--- config.mk ---
export PLATFORM = sky130hd
export DESIGN_NAME = pimg_sync
export DESIGN_NICKNAME = d
export VERILOG_FILES = /design/src/rtl/pimg_pkg.sv /design/src/rtl/pimg_shadow.sv /design/src/rtl/pimg_seq.sv /design/src/rtl/pimg_sync.sv
export SDC_FILE = /design/constraint.sdc
export NUM_CORES = 1
export LEC_CHECK = 0
export CELL_PAD_IN_SITES_DETAIL_PLACEMENT = 2
export CELL_PAD_IN_SITES_GLOBAL_PLACEMENT = 2
export CORE_ASPECT_RATIO = 0.9
export CORE_MARGIN = 10
export CORE_UTILIZATION = 35
export CTS_CLUSTER_DIAMETER = 80
export DETAILED_ROUTE_END_ITERATION = 8
export PLACE_DENSITY_LB_ADDON = 0.1
export RECOVER_POWER = 50
export SLEW_MARGIN = 20
export SYNTH_ARGS = -nofsm -noshare
export SYNTH_HDL_FRONTEND = slang
export SYNTH_HIERARCHICAL = 1
export SYNTH_SLANG_ARGS = --single-unit
--- constraint.sdc ---
create_clock -name clk -period 4.3 [get_ports clk]
set_input_delay 0.645 -clock clk [delete_from_list [all_inputs] [get_ports clk]]
set_output_delay 0.645 -clock clk [all_outputs]
set_load 0.05 [all_outputs]
--- src/rtl/pimg_pkg.sv ---
package pimg_pkg;
  typedef enum logic [1:0] {
    PH_IDLE  = 2'd0,
    PH_FETCH = 2'd1,
    PH_FLUSH = 2'd2
  } phase_t;
endpackage

--- src/rtl/pimg_shadow.sv ---
// Local shadow store: one word and one modified flag per entry.
module pimg_shadow #(
  parameter int unsigned DEPTH = 16,
  parameter int unsigned DW    = 32,
  localparam int unsigned IDXW = (DEPTH > 1) ? $clog2(DEPTH) : 1
) (
  input  logic            clk,
  input  logic            rst_n,
  input  logic            fill_we,
  input  logic [IDXW-1:0] fill_idx,
  input  logic [DW-1:0]   fill_data,
  input  logic            clr_dirty,
  input  logic            cw_en,
  input  logic [IDXW-1:0] cw_idx,
  input  logic [DW-1:0]   cw_data,
  input  logic [IDXW-1:0] cr_idx,
  output logic [DW-1:0]   cr_data,
  output logic [DW-1:0]   seq_data,
  output logic            seq_dirty
);
  logic [DW-1:0]    val_q [DEPTH];
  logic [DEPTH-1:0] dirty_q;

  always_ff @(posedge clk) begin
    if (!rst_n) begin
      for (int e = 0; e < DEPTH; e++) val_q[e] <= '0;
      dirty_q <= '0;
    end else begin
      for (int e = 0; e < DEPTH; e++) begin
        if (fill_we && fill_idx == IDXW'(e))      val_q[e] <= fill_data;
        else if (cw_en && cw_idx == IDXW'(e))     val_q[e] <= cw_data;
        if (clr_dirty)                            dirty_q[e] <= 1'b0;
        else if (cw_en && cw_idx == IDXW'(e))     dirty_q[e] <= 1'b1;
      end
    end
  end

  assign cr_data   = val_q[cr_idx];
  assign seq_data  = val_q[fill_idx];
  assign seq_dirty = dirty_q[fill_idx];
endmodule

--- src/rtl/pimg_seq.sv ---
// Phase sequencer: walks the window for copy-in and for write-back.
module pimg_seq
  import pimg_pkg::*;
#(
  parameter int unsigned DEPTH = 16,
  localparam int unsigned IDXW = (DEPTH > 1) ? $clog2(DEPTH) : 1
) (
  input  logic            clk,
  input  logic            rst_n,
  input  logic            cycle_start,
  input  logic            cycle_end,
  input  logic            gm_ack,
  input  logic            cur_dirty,
  output logic [IDXW-1:0] idx,
  output logic            gm_req,
  output logic            gm_we,
  output logic            fill_we,
  output logic            clr_dirty,
  output logic            busy,
  output logic            done
);
  localparam logic [IDXW-1:0] LAST = IDXW'(DEPTH - 1);

  phase_t ph_q;
  logic   is_last;

  assign is_last = (idx == LAST);

  always_ff @(posedge clk) begin
    if (!rst_n) begin
      ph_q   <= PH_IDLE;
      idx    <= '0;
      gm_req <= 1'b0;
      done   <= 1'b0;
    end else begin
      done <= 1'b0;
      unique case (ph_q)
        PH_IDLE: begin
          idx <= '0;
          if (cycle_start) begin
            ph_q   <= PH_FETCH;
            gm_req <= 1'b1;
          end else if (cycle_end) begin
            ph_q <= PH_FLUSH;
          end
        end
        PH_FETCH: begin
          if (gm_req) begin
            if (gm_ack) begin
              gm_req <= 1'b0;
              if (is_last) begin
                ph_q <= PH_IDLE;
                done <= 1'b1;
              end else begin
                idx <= idx + 1'b1;
              end
            end
          end else begin
            gm_req <= 1'b1;
          end
        end
        PH_FLUSH: begin
          if (gm_req) begin
            if (gm_ack) begin
              gm_req <= 1'b0;
              if (is_last) begin
                ph_q <= PH_IDLE;
                done <= 1'b1;
              end else begin
                idx <= idx + 1'b1;
              end
            end
          end else if (cur_dirty) begin
            gm_req <= 1'b1;
          end else if (is_last) begin
            ph_q <= PH_IDLE;
            done <= 1'b1;
          end else begin
            idx <= idx + 1'b1;
          end
        end
        default: ph_q <= PH_IDLE;
      endcase
    end
  end

  assign busy      = (ph_q != PH_IDLE);
  assign gm_we     = (ph_q == PH_FLUSH);
  assign fill_we   = (ph_q == PH_FETCH) && gm_req && gm_ack;
  assign clr_dirty = fill_we && is_last;
endmodule

--- src/rtl/pimg_sync.sv ---
// Process image synchronizer top.
module pimg_sync #(
  parameter int unsigned DEPTH = 16,
  parameter int unsigned DW    = 32,
  parameter int unsigned AW    = 16,
  parameter int unsigned GBASE = 'h100,
  localparam int unsigned IDXW = (DEPTH > 1) ? $clog2(DEPTH) : 1
) (
  input  logic            clk,
  input  logic            rst_n,
  input  logic            cycle_start,
  input  logic            cycle_end,
  output logic            busy,
  output logic            done,
  input  logic            core_valid,
  output logic            core_ready,
  input  logic            core_we,
  input  logic [IDXW-1:0] core_idx,
  input  logic [DW-1:0]   core_wdata,
  output logic [DW-1:0]   core_rdata,
  output logic            gm_req,
  input  logic            gm_ack,
  output logic            gm_we,
  output logic [AW-1:0]   gm_addr,
  output logic [DW-1:0]   gm_wdata,
  input  logic [DW-1:0]   gm_rdata
);
  logic [IDXW-1:0] seq_idx;
  logic            fill_we, clr_dirty, cur_dirty, cw_en;

  assign core_ready = !busy;
  assign cw_en      = core_valid && core_ready && core_we;
  assign gm_addr    = AW'(GBASE) + AW'(seq_idx);

  pimg_seq #(.DEPTH(DEPTH)) u_seq (
    .clk        (clk),
    .rst_n      (rst_n),
    .cycle_start(cycle_start),
    .cycle_end  (cycle_end),
    .gm_ack     (gm_ack),
    .cur_dirty  (cur_dirty),
    .idx        (seq_idx),
    .gm_req     (gm_req),
    .gm_we      (gm_we),
    .fill_we    (fill_we),
    .clr_dirty  (clr_dirty),
    .busy       (busy),
    .done       (done)
  );

  pimg_shadow #(.DEPTH(DEPTH), .DW(DW)) u_shadow (
    .clk      (clk),
    .rst_n    (rst_n),
    .fill_we  (fill_we),
    .fill_idx (seq_idx),
    .fill_data(gm_rdata),
    .clr_dirty(clr_dirty),
    .cw_en    (cw_en),
    .cw_idx   (core_idx),
    .cw_data  (core_wdata),
    .cr_idx   (core_idx),
    .cr_data  (core_rdata),
    .seq_data (gm_wdata),
    .seq_dirty(cur_dirty)
  );
endmodule

# After elaboration in Yosys (flattened, before gate mapping)
# Memories as Yosys holds them, arrays and structs flattened. A register that Yosys moved wholly into a read port is not among the register bits.
# Cells that the tools add are included.
# word_totals
reg_bits	24
mem_count	1
ram_bits	512
# memory_table
memory	words	word_bits	rd	rd_clocked_by_memory_dff	wr	line_no	text
u_shadow.val_q	16	32	2	1	16	pimg_shadow.sv:21	logic [DW-1:0] val_q [DEPTH];
# op_classes
addsub	2
order_cmp	1
bitwise_logic	33
n_eq_ne	36
muxes	175
n_reduce_logical	46
# op_table
op	n
32-bit 2-to-1 mux	32
1-bit 2-to-1 mux	124
4-bit equality test, second input constant	16
1-bit logical AND	36
4-bit by 3-bit equality test with 1-bit output, second input constant	8
1-bit OR	32
4-bit 2-to-1 mux	7
4-bit by 2-bit equality test with 1-bit output, second input constant	4
2-bit 2-to-1 mux	7
4-bit case mux with 3 select lines	1
9-bit by 4-bit adder with 10-bit output, first input constant	1
4-bit by 1-bit equality test with 1-bit output, second input constant	2
4-bit logical NOT	2
2-bit case mux with 3 select lines	1
3-bit AND reduction	2
4-bit by 5-bit less-than comparator with 1-bit output, second input constant	1
4-bit by 1-bit adder with 4-bit output, second input constant	1
1-bit binary-select mux with 4-bit select	1
3-bit by 2-bit != test with 1-bit output, second input constant	1
3-bit != test, second input constant	1
1-bit case mux with 3 select lines	1
3-bit nonzero test	1
2-bit by 1-bit equality test with 1-bit output, second input constant	1
2-bit equality test, second input constant	1
other kinds (9)	9

# Logic depth before layout (Yosys ltp)
# depth
ltp_word	10
mapped_depth	10
ltp_nobuf	7

# Modules after synthesis
# The synthesis kept the hierarchy.
# by_module_without_submodules
module	n_inst	seq_area_each_um2	area_each_um2	cells_per_inst
pimg_shadow	1	15695.1	34581.9	2736
pimg_seq	1	160.2	596.8	76
pimg_sync	1	0.0	110.1	16

# Worst setup path before layout
# OpenSTA, ideal clock, no wires.
# synth_path
path_kind	reg2reg
from	reg u_seq.gm_req
to	mem u_shadow.val_q[10][0] (enable)
period_less_slack_ps	3913
arrival_time_ps	3482
path_slack_ps	387
path_stages_with_launch	8
path_cell_list	dfxtp_1 > clkbuf_1 > nand3_1 > inv_1 > nand3b_1 > buf_2 > buf_1 > o211ai_1
# synth_lines
item	line_no	text
from (decl)	pimg_seq.sv:15	output logic gm_req,
from (signal assigned)	pimg_seq.sv:33	gm_req <= 1'b0;
from (signal assigned)	pimg_seq.sv:42	gm_req <= 1'b1;
from (signal assigned)	pimg_seq.sv:50	gm_req <= 1'b0;
to (decl)	pimg_shadow.sv:21	

==> summary.txt <==
Pwr
  – Sequential power share: ~43%
  – Internal power: between 10 and 15 mW
  – PwrDens: roughly 360 nW/um^2
  – Sw Ratio: between 20 and 30%
  – Peak supply drop: 0.232 mV
  – Leakage: 12.4 nW
  – Clock network power share: between 30% and 40%
  – Total Power: approximately 14 mW
  – Comb power frac: between 10% and 20%
  – Psw: around 4.3 mW

Yosys
  – Sequential fraction of the synthesis area: roughly 45%
  – Area leader, netlist: edfxtp_1
  – Mean Syn Cell Area: about 12 um^2
  – Most common flop cell mapped by yosys: edfxtp_1
  – Post-synth top cells: edfxtp_1 (512), nand3_1 (324), o2111ai_1 (320)
  – Synthesized flop and latch total: about 540
  – Yosys top cell area share: a little over two fifths
  – Synth warnings: 6
  – Top post-synthesis cells by area: edfxtp_1 (44%), mux4_2 (17%), o2111ai_1 (7.9%)
  – Distinct cells, synth: 54
  – Synthesized area: between 30000 and 40000 um^2
  – Most frequent cell after synthesis: edfxtp_1
  – Mapped Cells: roughly 2800
  – Post-synth EDFFs: approximately 510
  – Synth async-reset ratio: 0%

Worst setup path
  – Crit path required time: between 3 and 4 ns
  – CP endpoint kind: output port
  – CP Data Arrival Time: approximately 3.6 ns
  – Reg2Reg Capture Point: u_shadow/val_q[8][25]$_SDFFCE_PN0P_
  – CP Class: reg2out
  – Worst-path fanout max: 41
  – Reg2Reg Setup Slack: about 0.22 ns
  – Crit start category: flop
  – Worst Reg-to-Reg Cells: 8
  – Critical R2R Launch: u_seq/ph_q[0]$_SDFFE_PN0P_

Timing
  – F_max: between 200 and 250 MHz
  – Fin crit share: a little over nine tenths
  – Slew @ Worst Pin: ~2.1 ns
  – Max Clock Skew: roughly 0.024 ns
  – Final Slew Violations: 180
  – Final setup fails: 0
  – RSZ-0062 raised after global routing: no
  – Final hold vios: 0
  – Worst rel slew slack: -40.4%
  – Setup TNS: 0 ns
  – Crit path time final: approximately 4.2 ns

Clock network
  – Post-CTS sizing: 0
  – Setup bufs post-CTS: 0
  – Clock sink total: 536
  – Hold buffers post-CTS: 0
  – H-tree Lvls: 3
  – Maximum clock path buffer count: 3
  – Root buf cell: clkbuf_16
  – Worst-skew pair later-pin latency: 0.64 ns
  – CTS tree: yes
  – CTS Buf Count: 68
  – Reg clk slew, reported paths: 0.06 ns

Job
  – Max-cap violations: 3

Status
  – Failing checks: capacitance limit, slew limit
  – Status: finished with violations

Detailed routing
  – DRC Markers: 0
  – Vias: 29258
  – Routed len/inst: between 40 and 50 um
  – Antenna viol nets, final: 0
  – First-pass DRT Iterations: 5
  – Routed WL: between 150000 and 200000 um
  – Initial drt markers: 3243
  – Vias per cell: ~7.1

GRT
  – Vias in the first global route: 31258
  – Initial antenna violation count: 12
  – Largest net degree at the start of global routing: around 130
  – First-pass GRT wire length: between 200000 and 250000 um
  – Total grt overflow: 0
  – Total track usage: between 20% and 30%

Floorplanning
  – Chip Height: around 320 um
  – DIE AREA: between 100000 and 150000 um^2
  – Initial Util: 35.3%
  – Row cnt: 110
  – IO Count: 160
  – Core region area: roughly 100000 um^2
  – Die Wd: ~350 um

Final layout
  – Area Overhead vs Synth: 13.7%
  – Final Instance Area: 40100 um^2
  – NumNets Final: roughly 2800
  – Layout cells sized above 1: 27.1%
  – Fill cells: ~10000

Placement
  – Hpwl dp: 104000 um
  – Area post-placement: roughly 38000 um^2
  – I/O Buffers: between 100 and 150
  – RePlAce Congestion: ~0.83

Hold path
  – Worst Hold Path EP: u_shadow/dirty_q[12]$_SDFFE_PP0P_
  – Min-delay src: u_shadow/dirty_q[12]$_SDFFE_PP0P_
  – Hold path depth: 2
  – Hold Crit Class: reg2reg
## power by group through the flow
stage | sequential [mW] | clock [mW] | combinational (mW)
after floorplan | 6.18 | 0 | 1.56
after global placement | 6.22 | 0 | 2.56
after detailed placement | 6.25 | 0 | 2.60
after CTS | 6.14 | 5.81 | 2.61
after global routing | 6.17 | 6.02 | 2.69
final | 6.15 | 5.72 | 2.61
## area by class of cell
type | instances | area, um^2 | area share (%)
repair buffers | 297 | 2910 | 7.25
flip-flops and latches | 536 | 15900 | 39.5
inverters | 7 | 26.3 | 0.0655
well taps | 1344 | 1680 | 4.19
clock buffers | 93 | 1870 | 4.66
multi-input cells | 1815 | 17500 | 43.6
clock inverters | 31 | 272 | 0.677
diodes | 4 | 10.0 | 0.0250
## flip-flops by register name, indices dropped and copies added, names as in the netlist
signal / flops
u_shadow/dirty_q: 16
u_seq/gm_req: 1
u_shadow/val_q: 512
u_seq/idx: 4
u_seq/ph_q: 2
u_seq/done: 1
## layer usage
layer  vias up  global-route usage, %  share of wire, %
met5         -                      0             0.048
li1      11434                      -                 -
met1     15875                   38.5                41
met2      1531                   46.9                47
met3       406                   6.49               8.3
met4        12                   10.8               3.9
## worst max-delay path, stage by stage (launching register included)
cell	delay, ns
dfxtp_4	0.85
buf_12	0.32
buf_12	0.21
mux4_2	0.31
a22oi_1	0.40
nand2_1	0.09
clkdlybuf4s50_1	0.72
## how the worst max path moves through the flow
stage	startpoint	slack [ns]	to	depth (start not counted)
2_1_floorplan	u_seq/gm_req$_SDFFE_PN0P_	0.39	u_shadow/val_q[10][0]$_SDFFCE_PN0P_	7
3_3_place_gp	core_idx[2]	0.55	core_rdata[10]	6
3_5_place_dp	core_idx[2]	0.54	core_rdata[10]	6
4_1_cts	u_seq/idx[1]$_SDFFE_PN0P_	0.07	gm_wdata[31]	6
5_1_grt	u_seq/idx[1]$_SDFFE_PN0P_	0.005	gm_wdata[31]	6
6_report	u_seq/idx[1]$_SDFFE_PN0P_	0.05	gm_wdata[31]	6
## per-stage QoR
step	utilization [%]	hold slack [ns]	std cells	setup WS, ns
6_report	40.1	0.478	4127	0.0524
5_1_grt	40.1	0.522	4124	0.00482
4_1_cts	40.3	0.483	4123	0.0733
3_5_place_dp	38.2	0.454	3999	0.544
3_3_place_gp	38.2	0.443	3999	0.546
2_1_floorplan	-	0.431	2838	0.387
## layout by cell type, fill, tap and decap left out, types with 3 or more instances in the layout
cell type / n
a21oi_1: 23
inv_6: 4
clkbuf_16: 71
nor2_4: 4
nor2_1: 24
clkinv_2: 14
o21ai_0: 3
clkdlybuf4s50_1: 107
nand2_2: 9
dfxtp_1: 22
conb_1: 12
and2_1: 32
nor2b_4: 8
clkbuf_2: 20
bufinv_16: 4
a21boi_1: 42
o2111ai_1: 323
nor3_1: 3
clkinv_1: 8
and3b_1: 3
nand2_1: 79
diode_2: 4
clkbuf_1: 35
a22oi_1: 140
nand3_1: 325
buf_4: 108
a21boi_0: 278
dlygate4sd3_1: 3
mux4_2: 260
ha_1: 5
inv_1: 7
mux2_1: 11
mux2_2: 181
o211ai_1: 6
a31oi_1: 4
buf_12: 39
edfxtp_1: 512
## kinds of logic after synthesis
group	count (synthesis)	share of synthesized area [%]
flip-flops	536	44.9
AO/OA/AOI/OAI	832	18.8
buffers and inverters	487	6.02
multiplexers	452	22.7
other	2	0.0213
AND/OR/NAND/NOR	514	7.30
adder cells (fa/ha/maj)	5	0.177
(Power assumes the default switching activity.)
